===== src/rtl/ems_pkg.sv =====
package ems_pkg;
    // 16 KB page granule
    localparam int PAGE_SH = 14;
    localparam int REG_W   = 8;

    typedef struct packed {
        logic              en;
        logic [REG_W-2:0]  num;
    } page_reg_t;
endpackage


===== src/rtl/ems_cfg_decode.sv =====
module ems_cfg_decode #(
    parameter int SEG_W    = 7,
    parameter int IO_OFF_W = 14,
    parameter int WIN_SEG0 = 'h30,
    parameter int IO_BASE0 = 'h208
) (
    input  logic [7:0]          ctl,
    output logic [SEG_W-1:0]    win_seg,
    output logic [IO_OFF_W-1:0] io_base
);
    // Window start expressed in 16 KB segments; may reach past 1 MB.
    always_comb begin
        win_seg = SEG_W'(WIN_SEG0) + SEG_W'(ctl[3:0]);
        io_base = IO_OFF_W'(IO_BASE0) + IO_OFF_W'({ctl[7:4], 4'b0000});
    end
endmodule


===== src/rtl/ems_page_slot.sv =====
module ems_page_slot
    import ems_pkg::*;
#(
    parameter int IDX       = 0,
    parameter int ADDR_W    = 20,
    parameter int PHYS_W    = 22,
    parameter int SEG_W     = ADDR_W - PAGE_SH + 1,
    parameter int PHYS_SEG0 = 'h28
) (
    input  logic              clk,
    input  logic              rst_n,
    input  logic              wr_en,
    input  logic [REG_W-1:0]  wdata,
    input  logic [ADDR_W-1:0] mem_addr,
    input  logic [SEG_W-1:0]  win_seg,
    output page_reg_t         q,
    output logic              hit,
    output logic [PHYS_W-1:0] phys
);
    localparam int PSEG_W = PHYS_W - PAGE_SH;

    logic [SEG_W-1:0] my_seg;

    always_ff @(posedge clk) begin
        if (!rst_n) begin
            q <= '0;
        end else if (wr_en) begin
            q <= page_reg_t'(wdata);
        end
    end

    always_comb begin
        my_seg = win_seg + SEG_W'(IDX);
        hit    = q.en && ({1'b0, mem_addr[ADDR_W-1:PAGE_SH]} == my_seg);
        phys   = '0;
        if (hit) begin
            phys = {PSEG_W'(PHYS_SEG0) + PSEG_W'(q.num), mem_addr[PAGE_SH-1:0]};
        end
    end
endmodule


===== src/rtl/ems_page_mapper.sv =====
module ems_page_mapper
    import ems_pkg::*;
#(
    parameter int NPAGE     = 4,
    parameter int ADDR_W    = 20,
    parameter int PHYS_W    = 22,
    parameter int IO_W      = 16,
    parameter int WIN_SEG0  = 'h30,
    parameter int PHYS_SEG0 = 'h28,
    parameter int IO_BASE0  = 'h208
) (
    input  logic                    clk,
    input  logic                    rst_n,
    input  logic                    cfg_we,
    input  logic [7:0]              cfg_wdata,
    input  logic [IO_W-1:0]         io_addr,
    input  logic                    io_wr,
    input  logic                    io_rd,
    input  logic [REG_W-1:0]        io_wdata,
    output logic [REG_W-1:0]        io_rdata,
    output logic                    io_claim,
    input  logic [ADDR_W-1:0]       mem_addr,
    output logic [NPAGE-1:0]        page_hit,
    output logic [NPAGE*PHYS_W-1:0] page_phys
);
    localparam int SEG_W = ADDR_W - PAGE_SH + 1;
    localparam int SEL_W = IO_W - PAGE_SH;

    logic [7:0]         ctl_q;
    logic [SEG_W-1:0]   win_seg;
    logic [PAGE_SH-1:0] io_base;
    logic               io_match;
    logic [NPAGE-1:0]   sel_hit;
    page_reg_t          pr_q [NPAGE];

    always_ff @(posedge clk) begin
        if (!rst_n) begin
            ctl_q <= '0;
        end else if (cfg_we) begin
            ctl_q <= cfg_wdata;
        end
    end

    ems_cfg_decode #(
        .SEG_W   (SEG_W),
        .IO_OFF_W(PAGE_SH),
        .WIN_SEG0(WIN_SEG0),
        .IO_BASE0(IO_BASE0)
    ) u_dec (
        .ctl    (ctl_q),
        .win_seg(win_seg),
        .io_base(io_base)
    );

    assign io_match = (io_addr[PAGE_SH-1:0] == io_base);

    for (genvar i = 0; i < NPAGE; i++) begin : g_slot
        assign sel_hit[i] = io_match && (io_addr[IO_W-1:PAGE_SH] == SEL_W'(i));

        ems_page_slot #(
            .IDX      (i),
            .ADDR_W   (ADDR_W),
            .PHYS_W   (PHYS_W),
            .SEG_W    (SEG_W),
            .PHYS_SEG0(PHYS_SEG0)
        ) u_slot (
            .clk     (clk),
            .rst_n   (rst_n),
            .wr_en   (io_wr && sel_hit[i]),
            .wdata   (io_wdata),
            .mem_addr(mem_addr),
            .win_seg (win_seg),
            .q       (pr_q[i]),
            .hit     (page_hit[i]),
            .phys    (page_phys[i*PHYS_W +: PHYS_W])
        );
    end

    always_comb begin
        io_rdata = '1;
        io_claim = io_rd && (|sel_hit);
        for (int i = 0; i < NPAGE; i++) begin
            if (io_rd && sel_hit[i]) begin
                io_rdata = pr_q[i];
            end
        end
    end
endmodule


===== config.mk =====
export PLATFORM = sky130hd
export DESIGN_NAME = ems_page_mapper
export DESIGN_NICKNAME = d
export VERILOG_FILES = /design/src/rtl/ems_pkg.sv /design/src/rtl/ems_cfg_decode.sv /design/src/rtl/ems_page_slot.sv /design/src/rtl/ems_page_mapper.sv
export SDC_FILE = /design/constraint.sdc
export NUM_CORES = 1
export LEC_CHECK = 0
export ABC_AREA = 1
export BUFFER_PORTS_ARGS = -buffer_cell sky130_fd_sc_hd__buf_2
export CORE_MARGIN = 3
export CORE_UTILIZATION = 50
export CTS_BUF_LIST = sky130_fd_sc_hd__clkbuf_16
export CTS_CLUSTER_SIZE = 8
export DETAILED_ROUTE_END_ITERATION = 10
export PLACE_DENSITY = 0.83
export SLEW_MARGIN = 10
export SYNTH_ARGS = -nofsm -noshare
export SYNTH_HDL_FRONTEND = slang
export SYNTH_SLANG_ARGS = --single-unit

===== constraint.sdc =====
create_clock -name clk -period 4.08 [get_ports clk]
set_clock_uncertainty 0.1 [all_clocks]
set_input_delay 0.204 -clock clk [delete_from_list [all_inputs] [get_ports clk]]
set_output_delay 0.204 -clock clk [all_outputs]
set_load 0.005 [all_outputs]

==> metrics.md <==
| Metric | Value |
|---|---|
| Setup WS pre-CTS | `1.29 ns` |
| Top cells by area, synth | `dfxtp_1 (26%), nor2_1 (17%), inv_1 (11%)` |
| Post-Syn Area | `3090 µm²` |
| Tot GR Track Use | `27.4%` |
| Row count | `28` |
| CP startpoint | `ctl_q[2]` |
| Crit end category | `output port` |
| Most common cell after layout, fill and taps aside | `buf_2` |
| Vias | `3,745` |
| H-Tree Depth | `2` |
| HP Start | `cfg_wdata[3]` |
| Sequential share of the synthesized area | `25.9%` |
| Global placer's final weighted congestion | `0.923` |
| Setup Crit Path Kind | `flip-flop to output port` |
| Average routed wire per standard cell | `13.7 µm` |
| #FFs+latches synth | `40` |
| Worst-path clk slew | `0.06 ns` |
| Detailed Route WL | `10,000 µm` |
| Clock root cell | `clkbuf_16` |
| Area leader, netlist | `dfxtp_1` |
| Die height | `84.7 µm` |
| CTS resizes | `0` |
| PwrDens | `225 nW/µm²` |
| Status | `finished, final reports clean` |
| Drt initial violations | `239` |
| Initial Utilization | `52.0%` |
| Vias in the first global route | `3,374` |
| Num ports | `158` |
| # setup viols final | `0` |
| Mapped Nets | `584` |
| Final cell count without fillers | `732` |
| Unrepaired setup endpoints after global routing | `no` |
| Tmin final | `3.07 ns` |
| FF-to-FF Start | `ctl_q[4]` |
| Final worst slack | `1.01 ns` |
| DP Area | `3830 µm²` |
| Buffers on Ports | `157` |
| Lkg Pwr | `2.31 nW` |
| Setup TNS | `0 ns` |
| Count of pins over their slew limit | `0` |
| CP Cell Sequence | `ha_1 -> ha_1 -> nand2_1 -> inv_1 -> o21ai_0 -> nand2_1 -> nor2_1 -> nand4_1 -> nor3_1 -> buf_2` |
| DRC | `0` |
| Post-layout nets | `722` |
| Top delay family on crit path | `simple AND/OR/NAND/NOR gates` |
| Diode count | `0` |
| Buf+Inv Stages, Crit Path | `2` |
| Pre-antenna DRT Iters | `5` |
| Worst Hold Class | `input port to flip-flop` |
| Startpoint types | `flip-flop` |
| Setup Buffers After CTS | `0` |
| ANT nets after route | `0` |
| HPWL after DPL | `7790 µm` |
| Layout cell share with drive strength beyond 1 | `28.3%` |
| Slowest CP cell | `nand4_1` |
| Worst-Margin Slew | `0.929 ns` |
| Slew HR | `37.9%` |
| First-pass GRT wire length | `16,000 µm` |
| Largest net degree at the start of global routing | `34` |
| Area growth, synth to finish | `28.3%` |
| Clk_lat worst skew | `0.28 ns` |
| CP Data Arrival Time | `2.77 ns` |
| DIE AREA | `7170 µm²` |
| Overflow after GRT | `0` |
| Synth top area share | `25.9%` |
| Number of enable flip-flop cells after synthesis | `0` |
| Placed Instances | `724` |
| Max Root-Sink Buffers | `2` |
| Top achievable clock speed | `325 MHz` |
| Peak supply drop | `0.200 mV` |
| Fin crit share | `75.3%` |
| Max-Cap Viols | `0` |
| Vias per Instance | `5.12` |
| Inserted Clock Buffers | `5` |
| Most frequent cells in the layout | `buf_2 (157), nor2_1 (143), inv_1 (89)` |
| Critical path peak fanout | `23` |
| Worst Path Required | `3.78 ns` |
| Final hold vios | `0` |
| Die Wd | `84.7 µm` |
| Synth unique cells | `32` |
| Initial antenna violation count | `0` |
| Final instance area | `3970 µm²` |
| Synth Flop Type | `dfxtp_1` |
| Synth Instances | `518` |
| Synth Area per Inst | `5.97 µm²` |
| Ys async rst share | `0%` |
| Clock sinks | `40` |
| Post-CTS Hold Fix Bufs | `0` |
| Crit-path max cell delay | `0.71 ns` |
| Area of the core | `5960 µm²` |
| Yosys warnings | `0` |
| CTS tree | `built` |
==> metrics by stage <==
stage	power [mW]	hold WS, ns	util [%]
after floorplan	0.474	0.231	-
final	0.891	0.0571	66.6
after CTS	0.895	0.0511	66.6
after global placement	0.525	0.337	64.3
after detailed placement	0.527	0.344	64.3
after global routing	0.924	0.0774	66.6
==> state kept, by name (all words and copies together), names as in the netlist <==
name and count:
g_slot.u_slot.q 32, ctl_q 8
==> Yosys cell counts, types with 3 or more instances <==
cell       instances
nand4_1            9
nand2_2            5
nand3_1            9
a211oi_1           8
o211ai_1           9
xnor2_1            5
clkbuf_1           9
buf_4              5
a21oi_1           27
xor2_1             4
buf_2             11
o21ai_0           23
nor2_4             3
nor2_1           143
inv_1             87
o2111ai_1          8
ha_1               9
inv_2              6
nand2_1           74
dfxtp_1           40
nor3_1             7
==> cells by family (layout without fill, tap and decap cells) <==
family / after synthesis / in the layout / synth area share (%)
simple gates: 261 / 261 / 36.6
buf+inv: 120 / 259 / 16.1
compound gates: 79 / 79 / 15.3
flops: 40 / 40 / 25.9
fa+ha+maj: 9 / 9 / 3.64
xor+xnor: 9 / 9 / 2.55
==> report_power, final <==
| part | total (mW) | internal, mW | switching [mW] |
|---|---|---|---|
| combinational | 0.118 | 0.0423 | 0.0756 |
| clock | 0.371 | 0.220 | 0.151 |
| sequential | 0.402 | 0.396 | 0.00590 |
| total | 0.891 | 0.659 | 0.233 |
==> layer usage <==
metal / up-vias / track usage (%) / part of all wire [%]
li1: 1895 / - / -
met1: 1665 / 33.5 / 42
met2: 159 / 48.4 / 48
met3: 26 / 4.71 / 7.7
met4: 0 / 8.92 / 2.5
met5: - / 0 / 0
==> path summary, 6_finish.rpt <==
path | to | slack [ns] | cells after the start
hold reg to reg | ctl_q[4] | 0.37 | 2
setup reg to reg | g_slot[2].u_slot.q[0] | 2.05 | 10
setup / recovery | page_phys[43] | 1.01 | 10
hold / removal | ctl_q[3] | 0.06 | 3
==> layout make-up <==
class	instances	area, µm²
Clock buffer	5	125
Inverter	93	349
Timing Repair Buffer	158	793
Multi-Input combinational cell	358	1800
Clock inverter	3	11.3
Tap cell	75	93.8
Sequential cell	40	801
Fill cell	579	1990
==> worst register-to-register path: cells and delay by family (launching register included) <==
kind          cells  cell delay [ns]
flops             1             0.34
buf+inv           1             0.04
simple gates      9             1.49
No activity file was read; power rests on OpenSTA's default activity.
